$ cat config.mk
export PLATFORM = sky130hd
export DESIGN_NAME = dual_dntimer
export DESIGN_NICKNAME = d
export VERILOG_FILES = /design/src/rtl/dntimer_pkg.sv /design/src/rtl/dntimer_presc.sv /design/src/rtl/dntimer_chan.sv /design/src/rtl/dntimer_evt.sv /design/src/rtl/dual_dntimer.sv
export SDC_FILE = /design/constraint.sdc
export NUM_CORES = 1
export LEC_CHECK = 0
export BUFFER_PORTS_ARGS = -buffer_cell sky130_fd_sc_hd__clkbuf_2
export CAP_MARGIN = 20
export CORE_ASPECT_RATIO = 1.1
export CORE_MARGIN = 2
export CORE_UTILIZATION = 25
export DETAILED_ROUTE_END_ITERATION = 16
export GPL_TIMING_DRIVEN = 1
export PLACE_DENSITY = 0.38
export SLEW_MARGIN = 25
export SYNTH_ARGS = -nofsm -noshare
export SYNTH_HDL_FRONTEND = slang
export SYNTH_HIERARCHICAL = 1
export SYNTH_SLANG_ARGS = --single-unit
$ cat constraint.sdc
create_clock -name clk -period 3.1 [get_ports clk]
set_input_delay 0.155 -clock clk [delete_from_list [all_inputs] [get_ports clk]]
set_output_delay 0.155 -clock clk [all_outputs]
set_load 0.01 [all_outputs]
$ cat src/rtl/dntimer_pkg.sv
package dntimer_pkg;

   localparam int unsigned BUS_W = 32;

   // Register byte offsets (fixed map)
   localparam logic [7:0] OFS_CTL0  = 8'h00;
   localparam logic [7:0] OFS_CTL1  = 8'h04;
   localparam logic [7:0] OFS_RLD0  = 8'h08;
   localparam logic [7:0] OFS_RLD1  = 8'h0C;
   localparam logic [7:0] OFS_LIVE1 = 8'h14;
   localparam logic [7:0] OFS_EVT   = 8'h18;

   // Control word bit positions
   localparam int unsigned BIT_RUN  = 30;
   localparam int unsigned BIT_IEN  = 29;
   localparam int unsigned BIT_MHI  = 28;
   localparam int unsigned BIT_MLO  = 27;

   typedef enum logic [1:0] {
      MODE_SINGLE = 2'b00,
      MODE_REPEAT = 2'b01,
      MODE_RSV_A  = 2'b10,
      MODE_RSV_B  = 2'b11
   } tmode_e;

endpackage

$ cat src/rtl/dntimer_presc.sv
module dntimer_presc #(
   parameter int unsigned PS_W = 8
) (
   input  logic            clk,
   input  logic            rst_n,
   input  logic            run,
   input  logic [PS_W-1:0] psc,
   output logic            tick
);

   logic [PS_W-1:0] div_q;

   // >= keeps the divider from wrapping when psc is lowered mid-count
   assign tick = run && (div_q >= psc);

   always_ff @(posedge clk) begin
      if (!rst_n)              div_q <= '0;
      else if (!run || tick)   div_q <= '0;
      else                     div_q <= div_q + 1'b1;
   end

   // with a nonzero, unchanged divisor, two ticks are never adjacent
   a_r5_tick_gap: assert property (@(posedge clk) disable iff (!rst_n)
      (tick && psc != '0) |=> (!tick || psc != $past(psc)));

endmodule

$ cat src/rtl/dntimer_chan.sv
module dntimer_chan
   import dntimer_pkg::*;
#(
   parameter int unsigned CNT_W = 24,
   parameter int unsigned PS_W  = 8
) (
   input  logic             clk,
   input  logic             rst_n,
   input  logic             ctl_wr,
   input  logic             rld_wr,
   input  logic             wr_run,
   input  logic             wr_ien,
   input  tmode_e           wr_mode,
   input  logic [PS_W-1:0]  wr_psc,
   input  logic [CNT_W-1:0] wr_rld,
   output logic [BUS_W-1:0] ctl_word,
   output logic [CNT_W-1:0] rld_val,
   output logic [CNT_W-1:0] cnt_val,
   output logic             ien,
   output logic             expire
);

   logic             run_q, ien_q;
   tmode_e           mode_q;
   logic [PS_W-1:0]  psc_q;
   logic [CNT_W-1:0] rld_q, cnt_q;
   logic             tick, start, repeat_m, at_end;

   dntimer_presc #(.PS_W(PS_W)) u_presc (
      .clk  (clk),
      .rst_n(rst_n),
      .run  (run_q),
      .psc  (psc_q),
      .tick (tick)
   );

   assign start    = ctl_wr && wr_run && !run_q;
   assign repeat_m = mode_q[0];
   assign at_end   = (cnt_q <= CNT_W'(1));
   assign expire   = tick && at_end;

   always_ff @(posedge clk) begin
      if (!rst_n) begin
         ien_q  <= 1'b0;
         mode_q <= MODE_SINGLE;
         psc_q  <= '0;
      end else if (ctl_wr) begin
         ien_q  <= wr_ien;
         mode_q <= wr_mode;
         psc_q  <= wr_psc;
      end
   end

   always_ff @(posedge clk) begin
      if (!rst_n)                   run_q <= 1'b0;
      else if (ctl_wr)              run_q <= wr_run;
      else if (expire && !repeat_m) run_q <= 1'b0;
   end

   always_ff @(posedge clk) begin
      if (!rst_n)       rld_q <= '0;
      else if (rld_wr)  rld_q <= wr_rld;
   end

   always_ff @(posedge clk) begin
      if (!rst_n)          cnt_q <= '0;
      else if (start)      cnt_q <= rld_q;
      else if (tick) begin
         if (at_end)       cnt_q <= repeat_m ? rld_q : '0;
         else              cnt_q <= cnt_q - 1'b1;
      end
   end

   always_comb begin
      ctl_word                   = '0;
      ctl_word[BIT_RUN]          = run_q;
      ctl_word[BIT_IEN]          = ien_q;
      ctl_word[BIT_MHI:BIT_MLO]  = mode_q;
      ctl_word[PS_W-1:0]         = psc_q;
   end

   assign rld_val = rld_q;
   assign cnt_val = cnt_q;
   assign ien     = ien_q;

   // a start edge loads the reload value
   a_r4_start_loads: assert property (@(posedge clk) disable iff (!rst_n)
      start |=> (cnt_q == $past(rld_q) && run_q));

   // single-shot expiry parks the counter at zero and stops it
   a_r6_single_stops: assert property (@(posedge clk) disable iff (!rst_n)
      (expire && !repeat_m && !ctl_wr) |=> (!run_q && cnt_q == '0));

   // repeating expiry reloads and keeps running
   a_r7_repeat_reload: assert property (@(posedge clk) disable iff (!rst_n)
      (expire && repeat_m && !ctl_wr) |=> (run_q && cnt_q == $past(rld_q)));

endmodule

$ cat src/rtl/dntimer_evt.sv
module dntimer_evt #(
   parameter int unsigned N_T = 2
) (
   input  logic           clk,
   input  logic           rst_n,
   input  logic           clr_wr,
   input  logic [N_T-1:0] clr_mask,
   input  logic [N_T-1:0] evt,
   input  logic [N_T-1:0] ien,
   output logic [N_T-1:0] flag,
   output logic [N_T-1:0] irq
);

   for (genvar gi = 0; gi < N_T; gi++) begin : g_bit
      logic flag_q;

      always_ff @(posedge clk) begin
         if (!rst_n)                        flag_q <= 1'b0;
         else if (evt[gi])                  flag_q <= 1'b1;
         else if (clr_wr && clr_mask[gi])   flag_q <= 1'b0;
      end

      assign flag[gi] = flag_q;
      assign irq[gi]  = flag_q & ien[gi];

      // an event always lands, even against a clear
      a_r9_event_sets: assert property (@(posedge clk) disable iff (!rst_n)
         evt[gi] |=> flag[gi]);

      // writing one clears the bit when no event competes
      a_r9_clear_drops: assert property (@(posedge clk) disable iff (!rst_n)
         (clr_wr && clr_mask[gi] && !evt[gi]) |=> !flag[gi]);
   end

endmodule

$ cat src/rtl/dual_dntimer.sv
module dual_dntimer
   import dntimer_pkg::*;
#(
   parameter int unsigned ADDR_W = 5,
   parameter int unsigned CNT_W  = 24,
   parameter int unsigned PS_W   = 8
) (
   input  logic              clk,
   input  logic              rst_n,
   input  logic [ADDR_W-1:0] bus_addr,
   input  logic              bus_we,
   input  logic [31:0]       bus_wdata,
   output logic [31:0]       bus_rdata,
   output logic [1:0]        irq
);

   localparam int unsigned N_T = 2;

   if (ADDR_W < 5 || ADDR_W > 8) begin : g_bad_addr
      $error("ADDR_W must lie in 5..8 to hold the register map");
   end
   if (CNT_W < 2 || CNT_W > BUS_W) begin : g_bad_cnt
      $error("CNT_W must lie in 2..32");
   end
   if (PS_W < 1 || PS_W > BIT_MLO) begin : g_bad_psc
      $error("PS_W must fit below the mode field");
   end

   localparam logic [ADDR_W-1:0] A_CTL0  = OFS_CTL0[ADDR_W-1:0];
   localparam logic [ADDR_W-1:0] A_CTL1  = OFS_CTL1[ADDR_W-1:0];
   localparam logic [ADDR_W-1:0] A_RLD0  = OFS_RLD0[ADDR_W-1:0];
   localparam logic [ADDR_W-1:0] A_RLD1  = OFS_RLD1[ADDR_W-1:0];
   localparam logic [ADDR_W-1:0] A_LIVE1 = OFS_LIVE1[ADDR_W-1:0];
   localparam logic [ADDR_W-1:0] A_EVT   = OFS_EVT[ADDR_W-1:0];

   logic [BUS_W-1:0] ctl_w  [N_T];
   logic [CNT_W-1:0] rld_w  [N_T];
   logic [CNT_W-1:0] cnt_w  [N_T];
   logic [N_T-1:0]   ien_w, exp_w, flag_w, ctl_wr, rld_wr;

   assign ctl_wr[0] = bus_we && (bus_addr == A_CTL0);
   assign ctl_wr[1] = bus_we && (bus_addr == A_CTL1);
   assign rld_wr[0] = bus_we && (bus_addr == A_RLD0);
   assign rld_wr[1] = bus_we && (bus_addr == A_RLD1);

   for (genvar gi = 0; gi < N_T; gi++) begin : g_tmr
      dntimer_chan #(.CNT_W(CNT_W), .PS_W(PS_W)) u_chan (
         .clk     (clk),
         .rst_n   (rst_n),
         .ctl_wr  (ctl_wr[gi]),
         .rld_wr  (rld_wr[gi]),
         .wr_run  (bus_wdata[BIT_RUN]),
         .wr_ien  (bus_wdata[BIT_IEN]),
         .wr_mode (tmode_e'(bus_wdata[BIT_MHI:BIT_MLO])),
         .wr_psc  (bus_wdata[PS_W-1:0]),
         .wr_rld  (bus_wdata[CNT_W-1:0]),
         .ctl_word(ctl_w[gi]),
         .rld_val (rld_w[gi]),
         .cnt_val (cnt_w[gi]),
         .ien     (ien_w[gi]),
         .expire  (exp_w[gi])
      );

      // a stopped counter holds unless a start write arrives
      a_r8_halt_holds: assert property (@(posedge clk) disable iff (!rst_n)
         (!ctl_w[gi][BIT_RUN] && !(ctl_wr[gi] && bus_wdata[BIT_RUN]))
            |=> $stable(cnt_w[gi]));
   end

   dntimer_evt #(.N_T(N_T)) u_evt (
      .clk     (clk),
      .rst_n   (rst_n),
      .clr_wr  (bus_we && (bus_addr == A_EVT)),
      .clr_mask(bus_wdata[N_T-1:0]),
      .evt     (exp_w),
      .ien     (ien_w),
      .flag    (flag_w),
      .irq     (irq)
   );

   always_comb begin
      bus_rdata = '0;
      case (bus_addr)
         A_CTL0:  bus_rdata = ctl_w[0];
         A_CTL1:  bus_rdata = ctl_w[1];
         A_RLD0:  bus_rdata[CNT_W-1:0] = rld_w[0];
         A_RLD1:  bus_rdata[CNT_W-1:0] = rld_w[1];
         A_LIVE1: bus_rdata[CNT_W-1:0] = cnt_w[1];
         A_EVT:   bus_rdata[N_T-1:0]   = flag_w;
         default: bus_rdata = '0;
      endcase
   end

   // an interrupt line never rises without its enable
   a_r10_irq_gated: assert property (@(posedge clk) disable iff (!rst_n)
      $rose(irq[1]) |-> ctl_w[1][BIT_IEN]);

endmodule

==> flow_summary.toml, run 1 <==
[outcome]
status = "finished, final reports clean"

[pwr]
intPower_mw = 3.008
p_per_area_nw_per_um2 = 402.4
switchingPower_mw = 1.058
combPwrFrac_pct = 8.5
swShare_pct = 26.01
vdd_drop_max_v = 0.0004045
seqPwrFrac_pct = 44.2
p_leak_nw = 3.706
p_clk_share_pct = 47.3

[layout]
areaGrowthSynthToFinish_pct = 14.02
drive_gt1_share_pct = 17.24
nets = 1135
num_antenna_cells = 0

[grt]
overflow = 0
grt_use_total_pct = 17.20
grt_pass1_vias = 7514
antenna_found_initial = 2
grt_pass1_wl_um = 48040
grt_max_degree = 45

[clock_tree]
cts-root-buf = "clkbuf_16"
htree_levels = 4
clkSinkCount = 138
tritoncts = "done"
clk_pin_slew_worst_paths_ps = 60
numCtsBuffers = 17
post-cts-setup-buffers = 0
clk_latency_ps = 440
clockBufferDepth = 2

[routing]
vias = 7749
drt-wirelength-per-cell_um = 20.34
viasPerCell = 5.068
drc = 0
totalWireLength_um = 31100
drt_iter0_markers = 622
dr.pass1.iters = 5
final_antenna_net_count = 0

[timing]
min_period_ps = 2797
hold_violations = 0
maxSlewViolCount = 0
rsz0062_at_grt = "no"
tightest_slew_ps = 742.9
final.setup_skew_ps = 9.435
setup_slack_ps = 302.8
max_freq_ghz = 0.3575
setup_violations = 0
max_slew_margin_pct = 50.02
post-route-period-util_pct = 90.23
hold-worst-slack_ps = 24.81
fin_setup_tns_ps = 0

[yosys]
synth_compound_area_share_pct = 19.26
synth_top_family_by_area = "simple AND/OR/NAND/NOR gates"
ys_seq_elements = 138
ys_types = 72
synth_top_cell_area_share_pct = 31.17
synth_edf_count = 0
synthSimpleGateAreaFrac_pct = 24.72
ys_async_sr_fraction_pct = 0
post-synth-top-area-cell = "dfxtp_1"
synthAdderAreaFrac_pct = 3.106
synth_commonest_cells = "138 x dfxtp_1, 87 x mux2i_1, 70 x nor2b_1"
ys_warn_count = 6
syn-instance-count = 1017
ys.flop_type = "dfxtp_1"
synth.area.mux_share_pct = 11.22
syn_area_um2 = 8862
yosys.area_share.xor_xnor_pct = 1.581
synth_area_leaders = "dfxtp_1 31%, mux2i_1 9.8%, nor2b_1 4.9%"
yosysMostFrequentCell = "dfxtp_1"
synth.avg_cell_area_um2 = 8.714
yosysSeqAreaShare_pct = 31.17

[setup_path]
crit_fanout = 10
critPathKind = "reg2reg"
cp.required_ps = 3430
cp_slowest_cell = "dfxtp_1"
end_kind = "register"
cp_data_arrival_time_ps = 3120
cp_cell_sequence = "inv_1, ha_1, a211o_1, a31oi_2, nor3_1, o21a_1, inv_1, nand2_1, and3_1, and3_1, a311o_1"
cp_slowest_stage_delay_ps = 360
cp-start-kind = "register"

[die]
fp.coreArea_um2 = 35040
dieWidth_um = 183.5
dieArea_um2 = 36970
start_util_pct = 25.29
dieHeight_um = 201.5
rows = 72
top_level_ports = 74

[placed_design]
globalplace.congestion = 0.8164
place_ws_ps = 311.3
port_buffers = 65
dp_hpwl_um = 23590

[hold_path]
min_path_type = "in2reg"

[run]
drv_cap = 0
-- routing by layer --
metal  vias to the layer above  part of all wire [%]  GRT usage [%]
li1                       3823                     -              -
met1                      3768                    47          22.74
met2                       119                    49          28.72
met3                        35                   2.3          2.462
met4                         4                   1.8          5.514
met5                         -                 0.074              0
-- critical path, delay by kind of cell, from the launching register on --
family,cells,cell delay [ps]
and+or+nand+nor,4,810
adders and majority gates,1,310
buffers and inverters,2,150
DFF,1,360
AOI/OAI and AO/OA,4,1060
-- repair_timing --
item	in CTS	in global routing
hold buffers	5	0
resized for setup	0	0
hold endpoints to repair	8	0
-- path summary, 6_finish.rpt --
| check | start | end | slack, ps | cells after the start |
|---|---|---|---|---|
| worst max-delay path | g_tmr[0].u_chan/psc_q[2] | g_tmr[0].u_chan/cnt_val[23] | 300 | 11 |
| worst min-delay path | bus_wdata[0] | u_evt/g_bit[0].flag_q | 20 | 2 |
| worst max register to register | g_tmr[0].u_chan/psc_q[2] | g_tmr[0].u_chan/cnt_val[23] | 300 | 11 |
| worst min register to register | g_tmr[1].u_chan/rld_val[15] | g_tmr[1].u_chan/cnt_val[15] | 490 | 2 |
-- cells by family (layout without fill, tap and decap cells) --
group | Yosys count | in the layout
other | 2 | 40
xor gates and xnor gates | 16 | 16
AOI/OAI and AO/OA | 237 | 237
muxes | 98 | 98
and+or+nand+nor | 364 | 364
buffers and inverters | 140 | 170
adders and majority gates | 22 | 22
DFF | 138 | 138
-- registers in the layout (all words and copies together), names as in the netlist --
| signal | flops |
|---|---|
| g_tmr.u_chan/cnt_val | 48 |
| g_tmr.u_chan/rld_val | 48 |
| g_tmr.u_chan/psc_q | 16 |
| g_tmr.u_chan/u_presc/div_q | 16 |
| g_tmr.u_chan/mode_q | 4 |
| g_tmr.u_chan/ien | 2 |
| g_tmr.u_chan/run_q | 2 |
| u_evt/g_bit.flag_q | 2 |
-- layout by cell type, fill, tap and decap left out, types with 22 or more instances in the layout --
cell type / n
nand2_1: 54
nand3_1: 68
a21oi_1: 28
dfxtp_1: 138
nor2b_1: 70
inv_1: 32
clkbuf_2: 64
o21ai_0: 61
mux2i_1: 87
nor2_1: 40
buf_4: 38
ha_1: 22
conb_1: 40
-- final cells by class --
type	instances	area, um^2
Fill cell	3776	24940
Multi-Input combinational cell	777	5477
Sequential cell	138	2763
Timing Repair Buffer	107	655.6
Tap cell	444	555.5
Clock buffer	25	495.5
Inverter	32	120.1
Clock inverter	6	38.79
-- power by group through the flow --
stage	Combinational [mW]	Sequential (mW)	Clock, mW
CTS	0.345	1.80	1.99
global route	0.374	1.80	2.07
global placement	0.340	1.84	0
finish	0.346	1.80	1.92
floorplan	0.252	1.83	0
detailed placement	0.339	1.84	0
-- through the flow --
stage	total power, mW	util, %	instance area [um^2]	instances
floorplan	2.082	-	9005	1055
global placement	2.176	27.17	9520	1493
detailed placement	2.174	27.17	9520	1493
CTS	4.129	28.83	10100	1529
global route	4.236	28.83	10100	1529
finish	4.066	28.83	10100	1529
No activity file was read; power rests on OpenSTA's default activity.
==> run 2, diff against run 1 <==
--- a/config.mk
+++ b/config.mk
@@ -5,6 +5,7 @@
 export SDC_FILE = /design/constraint.sdc
 export NUM_CORES = 1
 export LEC_CHECK = 0
+export ABC_AREA = 1
 export BUFFER_PORTS_ARGS = -buffer_cell sky130_fd_sc_hd__clkbuf_2
 export CAP_MARGIN = 20
 export CORE_ASPECT_RATIO = 1.1
==> flow_summary.toml, run 2 <==
[pwr]
intPower_mw = 3.306
swShare_pct = 29.21
p_leak_nw = 5.425
switchingPower_mw = 1.364
seqPwrFrac_pct = 39.0
p_per_area_nw_per_um2 = 432.3
vdd_drop_max_v = 0.0003722
p_clk_share_pct = 46.3
combPwrFrac_pct = 14.7

[grt]
grt_pass1_vias = 8682
overflow = 0
grt_use_total_pct = 16.19
grt_pass1_wl_um = 50230
grt_max_degree = 76
antenna_found_initial = 0

[timing]
post-route-period-util_pct = 80.07
setup_violations = 0
hold_violations = 0
tightest_slew_ps = 951.5
max_slew_margin_pct = 36.41
final.setup_skew_ps = 13.14
maxSlewViolCount = 0
rsz0062_at_grt = "no"
max_freq_ghz = 0.4029
fin_setup_tns_ps = 0
min_period_ps = 2482

[outcome]
status = "finished, final reports clean"

[routing]
viasPerCell = 4.365
totalWireLength_um = 31390
drt-wirelength-per-cell_um = 14.99
dr.pass1.iters = 5
final_antenna_net_count = 0
vias = 9140
drc = 0
drt_iter0_markers = 499

[setup_path]
ff2ff_path_depth = 17
cp_slowest_stage_delay_ps = 370
end_kind = "register"
critPathKind = "reg2reg"
crit_fanout = 33
cp.depth = 17
worstSetupEndpoint = "g_tmr[1].u_chan/cnt_val[16]"
rrSetupSlack_ps = 620
crit_start = "g_tmr[1].u_chan/psc_q[3]"
rr_startpoint = "g_tmr[1].u_chan/psc_q[3]"
cp-start-kind = "register"
critPathTopFamily = "simple AND/OR/NAND/NOR gates"
cp_slowest_cell = "dfxtp_1"
path_buf_inv = 7
cp.required_ps = 3430
cp_data_arrival_time_ps = 2810
r2r_end = "g_tmr[1].u_chan/cnt_val[16]"
cp_cell_sequence = "inv_1, ha_1, nand2_1, inv_1, nand2_1, nand2_1, nand2_1, nand3_1, nand2_1, inv_1, nor2_2, inv_1, buf_12, o21ai_0, inv_1, nand2_1, inv_1"

[placed_design]
dp_hpwl_um = 23040
globalplace.congestion = 0.8379
port_buffers = 65

[yosys]
synth_edf_count = 0
yosysMostFrequentCell = "nor2_1"
synth.area.mux_share_pct = 0
synth.avg_cell_area_um2 = 6.188
syn-instance-count = 1541
ys_async_sr_fraction_pct = 0
synth_top_family_by_area = "simple AND/OR/NAND/NOR gates"
synth_commonest_cells = "322 x nor2_1, 298 x nand2_1, 206 x inv_1"
ys_seq_elements = 138
synthAdderAreaFrac_pct = 2.887
synth_compound_area_share_pct = 10.76
ys.flop_type = "dfxtp_1"
synth_area_leaders = "dfxtp_1 29%, nor2_1 13%, nand2_1 12%"
ys_warn_count = 6
post-synth-top-area-cell = "dfxtp_1"
ys_types = 36
yosys.area_share.xor_xnor_pct = 2.572
syn_area_um2 = 9535
synthSimpleGateAreaFrac_pct = 38.63
synth_top_cell_area_share_pct = 28.97
yosysSeqAreaShare_pct = 28.97

[clock_tree]
cts-root-buf = "clkbuf_16"
cts.repair.resized = 0
clk_latency_ps = 440
clockBufferDepth = 2
clkSinkCount = 138
clk_pin_slew_worst_paths_ps = 60
htree_levels = 4
numCtsBuffers = 17
tritoncts = "done"

[hold_path]
min_path_type = "in2reg"

[layout]
nets = 1643
num_antenna_cells = 0
drive_gt1_share_pct = 10.48
postLayoutCoreUtil_pct = 28.49
layout_common_cells = "322 x nor2_1, 298 x nand2_1, 206 x inv_1, 138 x dfxtp_1, 126 x o21ai_0"
n_fill_cell = 4322
mostFrequentLayoutCell = "nor2_1"
areaGrowthSynthToFinish_pct = 13.28

[die]
dieWidth_um = 190.2
dieHeight_um = 208.8
rows = 75
dieArea_um2 = 39720
top_level_ports = 74
start_util_pct = 25.15
fp.coreArea_um2 = 37910

[run]
drv_cap = 0
## run 2: cell types whose count changed after synthesis, sizes merged, moves of 18 or more
cell	change
nand3	+24
and3	-18
nor2	+304
nor2b	-70
nand2	+246
nor3	-19
o21bai	+18
mux2i	-87
nand4	+73
o21ai	+63
nor4	-26
inv	+181
## run 2: timing repair
action,CTS,global route
setup buffers,0,0
hold buffers,12,0
hold endpoints to repair,18,0
## run 2: worst min-delay path by stage
stage | startpoint | end | cells after the start
after detailed placement | bus_wdata[19] | g_tmr[0].u_chan/rld_val[19] | 3
after global routing | bus_wdata[10] | g_tmr[1].u_chan/rld_val[10] | 3
after global placement | bus_wdata[19] | g_tmr[0].u_chan/rld_val[19] | 3
final | bus_wdata[9] | g_tmr[0].u_chan/rld_val[9] | 3
after floorplan | bus_wdata[7] | g_tmr[0].u_chan/psc_q[7] | 2
after CTS | bus_wdata[15] | g_tmr[0].u_chan/rld_val[15] | 3
## run 2: final cells by class
| cell class | count | area (um^2) | area share (%) |
|---|---|---|---|
| multi-input combinational | 1110 | 5380 | 49.81 |
| sequential | 138 | 2763 | 25.58 |
| inverter | 216 | 810.8 | 7.506 |
| tap | 500 | 625.6 | 5.792 |
| timing repair buffer | 98 | 618.1 | 5.722 |
| clock buffer | 21 | 460.4 | 4.263 |
| clock inverter | 11 | 143.9 | 1.332 |
## run 2: worst register-to-register path, stage by stage, from the launching register on
cell and delay, ps:
dfxtp_1 370, inv_1 70, ha_1 300, nand2_1 90
inv_1 40, nand2_1 50, nand2_1 50, nand2_1 80
nand3_1 70, nand2_1 60, inv_1 50, nor2_2 320
inv_1 270, buf_12 230, o21ai_0 170, inv_1 50
nand2_1 60, inv_1 30
## run 2: cell families (layout without fill, tap and decap cells)
logic type	after synthesis	in the layout
simple gates	832	832
buf+inv	331	346
compound gates	188	188
flops	138	138
xor+xnor	28	28
fa+ha+maj	22	22
other cells	2	40
## run 2: power groups by stage
| stage | Combinational, mW | Sequential [mW] | Clock, mW |
|---|---|---|---|
| floorplan | 0.562 | 1.85 | 0 |
| global placement | 0.684 | 1.86 | 0 |
| detailed placement | 0.683 | 1.86 | 0 |
| CTS | 0.697 | 1.82 | 2.23 |
| global route | 0.780 | 1.82 | 2.29 |
| finish | 0.686 | 1.82 | 2.16 |
## run 2: stage by stage
stage	total power [mW]	cell area [um^2]	setup WS [ps]	std cells	hold slack, ps
after floorplan	2.412	9678	1154	1579	289.9
after global placement	2.544	10080	444.0	2050	405.6
after detailed placement	2.544	10080	408.7	2050	413.4
after CTS	4.745	10800	568.9	2094	2.299
after global routing	4.898	10800	207.0	2094	20.20
final	4.670	10800	617.7	2094	20.11
## run 2: layer usage
| metal | share of wire (%) | vias to the layer above | GRT usage, % |
|---|---|---|---|
| met4 | 0.98 | 0 | 3.903 |
| met2 | 47 | 105 | 26.96 |
| li1 | - | 4872 | - |
| met5 | 0 | - | 0 |
| met1 | 50 | 4148 | 22.15 |
| met3 | 2.0 | 15 | 2.015 |
